--- config.mk ---
export PLATFORM = sky130hd
export DESIGN_NAME = dbg_test_port
export DESIGN_NICKNAME = d
export VERILOG_FILES = /design/src/rtl/dbg_test_port.sv
export SDC_FILE = /design/constraint.sdc
export NUM_CORES = 1
export LEC_CHECK = 0
export BUFFER_PORTS_ARGS = -buffer_cell sky130_fd_sc_hd__buf_4
export CAP_MARGIN = 0
export CORE_ASPECT_RATIO = 0.75
export CORE_MARGIN = 10
export CORE_UTILIZATION = 44
export CTS_BUF_LIST = sky130_fd_sc_hd__clkbuf_4
export CTS_CLUSTER_SIZE = 24
export DETAILED_ROUTE_END_ITERATION = 10
export MAX_ROUTING_LAYER = met4
export PLACE_DENSITY_LB_ADDON = 0.05
export REMOVE_ABC_BUFFERS = 1
export SLEW_MARGIN = 15
export SYNTH_ARGS = -nofsm -noshare
export SYNTH_HDL_FRONTEND = slang
export SYNTH_SLANG_ARGS = --single-unit
--- constraint.sdc ---
create_clock -name clk -period 1.8 [get_ports clk]
set_input_delay 0.09 -clock clk [delete_from_list [all_inputs] [get_ports clk]]
set_output_delay 0.09 -clock clk [all_outputs]
set_load 0.02 [all_outputs]
--- src/rtl/dbg_test_port.sv ---
module dbg_test_port (
  input  logic        clk,
  input  logic        rst_n,
  input  logic        cfg_we,
  input  logic [7:0]  cfg_wdata,
  output logic [7:0]  cfg_q,
  input  logic        sym_stb,
  input  logic        byte_stb,
  input  logic        smp_stb,
  input  logic [7:0]  bb_i,
  input  logic [7:0]  bb_q,
  input  logic [15:0] car_phase,
  input  logic [15:0] sym_phase,
  input  logic [7:0]  rs_byte,
  input  logic [7:0]  dil_byte,
  input  logic [5:0]  agc_acc,
  input  logic [3:0]  sym_ph4,
  input  logic [1:0]  sym_cnt,
  input  logic [5:0]  adc_i,
  input  logic [5:0]  adc_q,
  input  logic [15:0] tp_in,
  output logic [15:0] tp_out,
  output logic        tp_oe,
  output logic [5:0]  demod_i,
  output logic [5:0]  demod_q,
  output logic        ext_sel
);

  localparam logic [2:0] M_OFF  = 3'd0;
  localparam logic [2:0] M_BB   = 3'd1;
  localparam logic [2:0] M_CAR  = 3'd2;
  localparam logic [2:0] M_SPH  = 3'd3;
  localparam logic [2:0] M_DEC  = 3'd4;
  localparam logic [2:0] M_PACK = 3'd5;
  localparam logic [2:0] M_ADC  = 3'd6;
  localparam logic [2:0] M_EXT  = 3'd7;

  logic [2:0]  mode;
  logic [15:0] view;
  logic        upd;
  logic        mode_chg;

  assign mode     = cfg_q[2:0];
  assign mode_chg = cfg_we && (cfg_wdata[2:0] != mode);

  always_comb begin
    view = '0;
    upd  = 1'b0;
    case (mode)
      M_BB:   begin view = {bb_i, bb_q};                           upd = sym_stb;  end
      M_CAR:  begin view = car_phase;                              upd = sym_stb;  end
      M_SPH:  begin view = sym_phase;                              upd = sym_stb;  end
      M_DEC:  begin view = {rs_byte, dil_byte};                    upd = byte_stb; end
      M_PACK: begin view = {agc_acc, sym_ph4, sym_cnt, 4'b0000};   upd = sym_stb;  end
      M_ADC:  begin view = {2'b00, adc_i, 2'b00, adc_q};           upd = smp_stb;  end
      default: begin view = '0;                                    upd = 1'b0;     end
    endcase
  end

  always_ff @(posedge clk or negedge rst_n) begin
    if (!rst_n) begin
      cfg_q   <= '0;
      tp_out  <= '0;
      tp_oe   <= 1'b0;
      ext_sel <= 1'b0;
    end else begin
      if (cfg_we) begin
        cfg_q   <= cfg_wdata;
        tp_oe   <= (cfg_wdata[2:0] != M_OFF) && (cfg_wdata[2:0] != M_EXT);
        ext_sel <= (cfg_wdata[2:0] == M_EXT);
      end
      if (mode_chg)
        tp_out <= '0;
      else if (upd)
        tp_out <= view;
    end
  end

  always_ff @(posedge clk or negedge rst_n) begin
    if (!rst_n) begin
      demod_i <= '0;
      demod_q <= '0;
    end else if (smp_stb) begin
      demod_i <= ext_sel ? tp_in[13:8] : adc_i;
      demod_q <= ext_sel ? tp_in[5:0]  : adc_q;
    end
  end

  a_r11_change_clears: assert property (@(posedge clk) disable iff (!rst_n)
    mode_chg |=> tp_out == 16'h0000);

  a_r11_idle_modes_zero: assert property (@(posedge clk) disable iff (!rst_n)
    (mode == M_OFF || mode == M_EXT) |-> tp_out == 16'h0000);

  a_r2_hold_without_event: assert property (@(posedge clk) disable iff (!rst_n)
    (!sym_stb && !byte_stb && !smp_stb && !cfg_we) |=> $stable(tp_out));

  a_r3_oe_off: assert property (@(posedge clk) disable iff (!rst_n)
    (cfg_we && (cfg_wdata[2:0] == M_OFF || cfg_wdata[2:0] == M_EXT)) |=> !tp_oe);

  a_r4_bb_capture: assert property (@(posedge clk) disable iff (!rst_n)
    (mode == M_BB && sym_stb && !cfg_we) |=> tp_out == {$past(bb_i), $past(bb_q)});

  a_r9_ext_path: assert property (@(posedge clk) disable iff (!rst_n)
    (smp_stb && ext_sel) |=> demod_i == $past(tp_in[13:8]) && demod_q == $past(tp_in[5:0]));

  a_r9_adc_path: assert property (@(posedge clk) disable iff (!rst_n)
    (smp_stb && !ext_sel) |=> demod_i == $past(adc_i) && demod_q == $past(adc_q));

endmodule

==> PnR_summary.wiki <==
{| class="wikitable"
! Metric !! Value
|-
| Result of the run || completed
|-
| Area growth from synthesis to layout || 54.6%
|-
| CP max stage delay || 480 ps
|-
| R2R depth || 5
|-
| Post-placement cell count || 459
|-
| Pre-Repair DR Iteration Count || 4
|-
| Final GP Congestion || 0.875
|-
| Power, Total || 2.64 mW
|-
| Core outline area || 5380 um2
|-
| Net Sw Frac || 35.0%
|-
| First-pass GRT wire length || 13.8 mm
|-
| Total die area || 9040 um2
|-
| Final number of hold-violating endpoints || 0
|-
| Skew-Pair Late Insertion Delay || 340 ps
|-
| Maximum fanout count along the critical path || 9
|-
| Maximum number of pins on one net before global-route repair || 39
|-
| Cell Int Power || 1.72 mW
|-
| Type of the tightest min-delay check || input port to register
|-
| Post-layout util || 70.9%
|-
| Standby leakage power || 1.84 nW
|-
| Setup ws final || 118 ps
|-
| Number of global-route vias before repair || 2650
|-
| Initial core utilization || 45.9%
|-
| Total track usage || 19.2%
|-
| Most common cell after layout, fill and taps aside || buf_4
|-
| GRT Residual Overflow || 0
|-
| Worst hold path startpoint || cfg_wdata[1]
|-
| Clock Sinks || 38
|-
| Count of vias placed by the detailed router || 2552
|-
| Post-synth design cell area || 2470 um2
|-
| Layout cells sized above 1 || 52.3%
|-
| Kind of capture point of the worst setup path || register
|-
| Most used cells in the layout excluding fill and tap cells || buf_4, dfrtp_1, mux2i_1
|-
| Switching pwr || 0.926 mW
|-
| Critical path, cell by cell || buf_4 -> mux2_2 -> a221oi_1 -> a221o_1 -> a21boi_1
|-
| Worst clock skew || 8.54 ps
|-
| Row count || 23
|-
| Final Cycle Share || 93.5%
|-
| Cell with the largest stage delay on the worst path || dfrtp_2
|-
| Minimum clock period || 1680 ps
|-
| Worst setup path endpoint || tp_out[9]$_DFFE_PN0P_
|-
| Worst path required time || 2030 ps
|-
| Gate Count Post-Synth || 241
|-
| Detailed-route wire length per cell || 18.7 um
|-
| HPWL after detailed placement || 7.07 mm
|-
| Number of warnings reported in the yosys synthesis log || 0
|-
| Unrepaired setup endpoints after global routing || no
|-
| Portion of the post-synthesis area used by sequential elements || 38.5%
|-
| Worst reg2reg path endpoint || tp_out[9]$_DFFE_PN0P_
|-
| Nature of the critical path startpoint || register
|-
| Total routed wirelength || 8.86 mm
|-
| Final nets || 517
|-
| Number of buffers added by the clock tree synthesis step || 5
|-
| IO Count || 156
|-
| Cell chosen for the clock root || clkbuf_4
|-
| Final instance count without filler cells || 475
|-
| Worst-Margin Slew || 490 ps
|-
| Antenna diodes || 0
|-
| Post-CTS clock slew at the launch and capture registers of the worst setup and hold paths || 120 ps
|-
| Relative contribution of the clock network to total power || 16.6%
|-
| Upper clock frequency limit || 594 MHz
|-
| Largest buffer count on any clock path || 2
|-
| Number of distinct standard cells referenced by the synthesized netlist || 39
|-
| Count of endpoints failing setup in the final report || 0
|-
| Die span in y || 84.9 um
|-
| Max H-tree Level || 2
|-
| DRC violations left || 0
|-
| CP Class || register to register
|-
| Critical Path Source || cfg_q[1]$_DFFE_PN0P_
|-
| Worst relative slew slack || 67.3%
|-
| Avg Inst Size Synth || 10.2 um2
|-
| Origin of the critical flop-to-flop path || cfg_q[1]$_DFFE_PN0P_
|-
| Top cell family by delay on the critical path || compound AO/OA/AOI/OAI gates
|-
| Combinational share of power || 44.1%
|-
| Critical path depth in cells || 5
|-
| Final Max Slew Viols || 0
|-
| Vias per cell || 5.37
|-
| Data arrival at the endpoint of the critical path || 1920 ps
|-
| CTS tree || done
|-
| Antenna viol nets, final || 0
|-
| Register share of total power || 39.4%
|-
| Antenna violations before repair || 0
|-
| Maximum capacitance violations || 0
|-
| Post-placement setup slack || 138 ps
|-
| VDD IR-drop max || 0.445 mV
|-
| Cell Pwr Density || 693 nW/um2
|-
| Violation count after the first detailed-route iteration || 116
|-
| Sum of buffers and inverters on the critical path || 1
|-
| Setup slack of the worst register-to-register path || 120 ps
|-
| Post-route worst hold slack || 17.9 ps
|-
| Synthesized flop and latch total || 38
|-
| Number of buffers inserted by port buffering || 151
|-
| Die Span X || 106 um
|}
-- power by group through the flow --
| stage | Clock [mW] | Combinational (mW) | Sequential, mW |
|---|---|---|---|
| final | 0.438 | 1.17 | 1.04 |
| after CTS | 0.453 | 1.17 | 1.04 |
| after floorplan | 0 | 0.385 | 1.23 |
| after global placement | 0 | 1.14 | 1.05 |
| after global routing | 0.482 | 1.26 | 1.06 |
| after detailed placement | 0 | 1.15 | 1.06 |
-- cell type report --
type                       instances  area (um2)
tap                               75        93.8
timing repair buffer             177        1360
sequential                        38         953
fill                             436        1570
clock inverter                     3        16.3
clock buffer                       5        37.5
inverter                           3        11.3
multi-input combinational        174        1340
-- cells in the mapped netlist --
| master | n | area (um2) |
|---|---|---|
| a211oi_1 | 1 | 7.51 |
| a21boi_1 | 5 | 37.5 |
| a21oi_1 | 22 | 110 |
| a221o_1 | 6 | 60.1 |
| a221oi_1 | 9 | 78.8 |
| a222oi_1 | 1 | 10.0 |
| a22oi_1 | 4 | 30.0 |
| a2bb2oi_1 | 6 | 52.6 |
| a31o_2 | 3 | 26.3 |
| and2b_1 | 1 | 7.51 |
| and3b_1 | 1 | 8.76 |
| buf_1 | 2 | 7.51 |
| buf_2 | 10 | 50.1 |
| buf_4 | 4 | 30.0 |
| buf_6 | 5 | 56.3 |
| clkbuf_1 | 5 | 18.8 |
| dfrtp_1 | 38 | 951 |
| inv_1 | 3 | 11.3 |
| mux2_2 | 18 | 203 |
| mux2i_1 | 29 | 290 |
| nand2_1 | 8 | 30.0 |
| nand2b_1 | 1 | 6.26 |
| nand2b_4 | 1 | 13.8 |
| nand3_1 | 9 | 45.0 |
| nor2_1 | 13 | 48.8 |
| nor2b_1 | 4 | 25.0 |
| o21a_1 | 1 | 7.51 |
| o21ai_0 | 4 | 20.0 |
| o21ai_1 | 2 | 10.0 |
| o221a_1 | 2 | 22.5 |
| o221a_2 | 3 | 33.8 |
| o221ai_1 | 1 | 8.76 |
| o22ai_1 | 3 | 18.8 |
| o31ai_1 | 7 | 52.6 |
| o31ai_4 | 1 | 21.3 |
| or2_1 | 1 | 6.26 |
| or2_2 | 3 | 18.8 |
| or3_1 | 1 | 6.26 |
| xor2_1 | 3 | 26.3 |
-- timing repair --
item | 4_1_cts | 5_1_grt
hold endpoints to repair | 43 | 0
buffers inserted | 0 | 2
hold buffers | 6 | 0
setup endpoints to repair | 0 | 3
gates resized for setup | 0 | 2
-- through the flow --
stage               cell area (um2)  setup TNS [ps]
floorplan                      2310          -11870
global placement               3680               0
detailed placement             3680               0
CTS                            3800               0
global route                   3820               0
finish                         3820               0
-- cells by family (layout without fill, tap and decap cells) --
group                  after synthesis  count (layout)  share of synthesized area (%)
AO/OA/AOI/OAI                       81              81                           24.6
multiplexers                        47              47                           20.0
AND/OR/NAND/NOR                     43              43                           8.77
flip-flops                          38              38                           38.5
buffers and inverters               29             188                           7.05
XOR/XNOR                             3               3                           1.06
-- state kept, by name, summed over array words and instances (netlist names) --
| register | cells |
|---|---|
| demod_q | 6 |
| demod_i | 6 |
| tp_oe | 1 |
| cfg_q | 8 |
| ext_sel | 1 |
| tp_out | 16 |
-- worst min path at each step --
stage,to,slack (ps),cells past startpoint
final,cfg_q[1]$_DFFE_PN0P_,20,2
after global routing,cfg_q[1]$_DFFE_PN0P_,7,2
after CTS,cfg_q[0]$_DFFE_PN0P_,9,2
after detailed placement,cfg_q[4]$_DFFE_PN0P_,90,1
after global placement,cfg_q[4]$_DFFE_PN0P_,90,1
after floorplan,cfg_q[0]$_DFFE_PN0P_,-210,0
-- per-layer routing --
layer | vias up | wire length, um | track usage (%)
li1 | 1230 | - | -
met2 | 94 | 4410 | 32.0
met5 | - | 0 | -
met1 | 1223 | 3850 | 23.3
met4 | 0 | 29 | 3.07
met3 | 5 | 579 | 4.83
No activity file was read; power rests on OpenSTA's default activity.
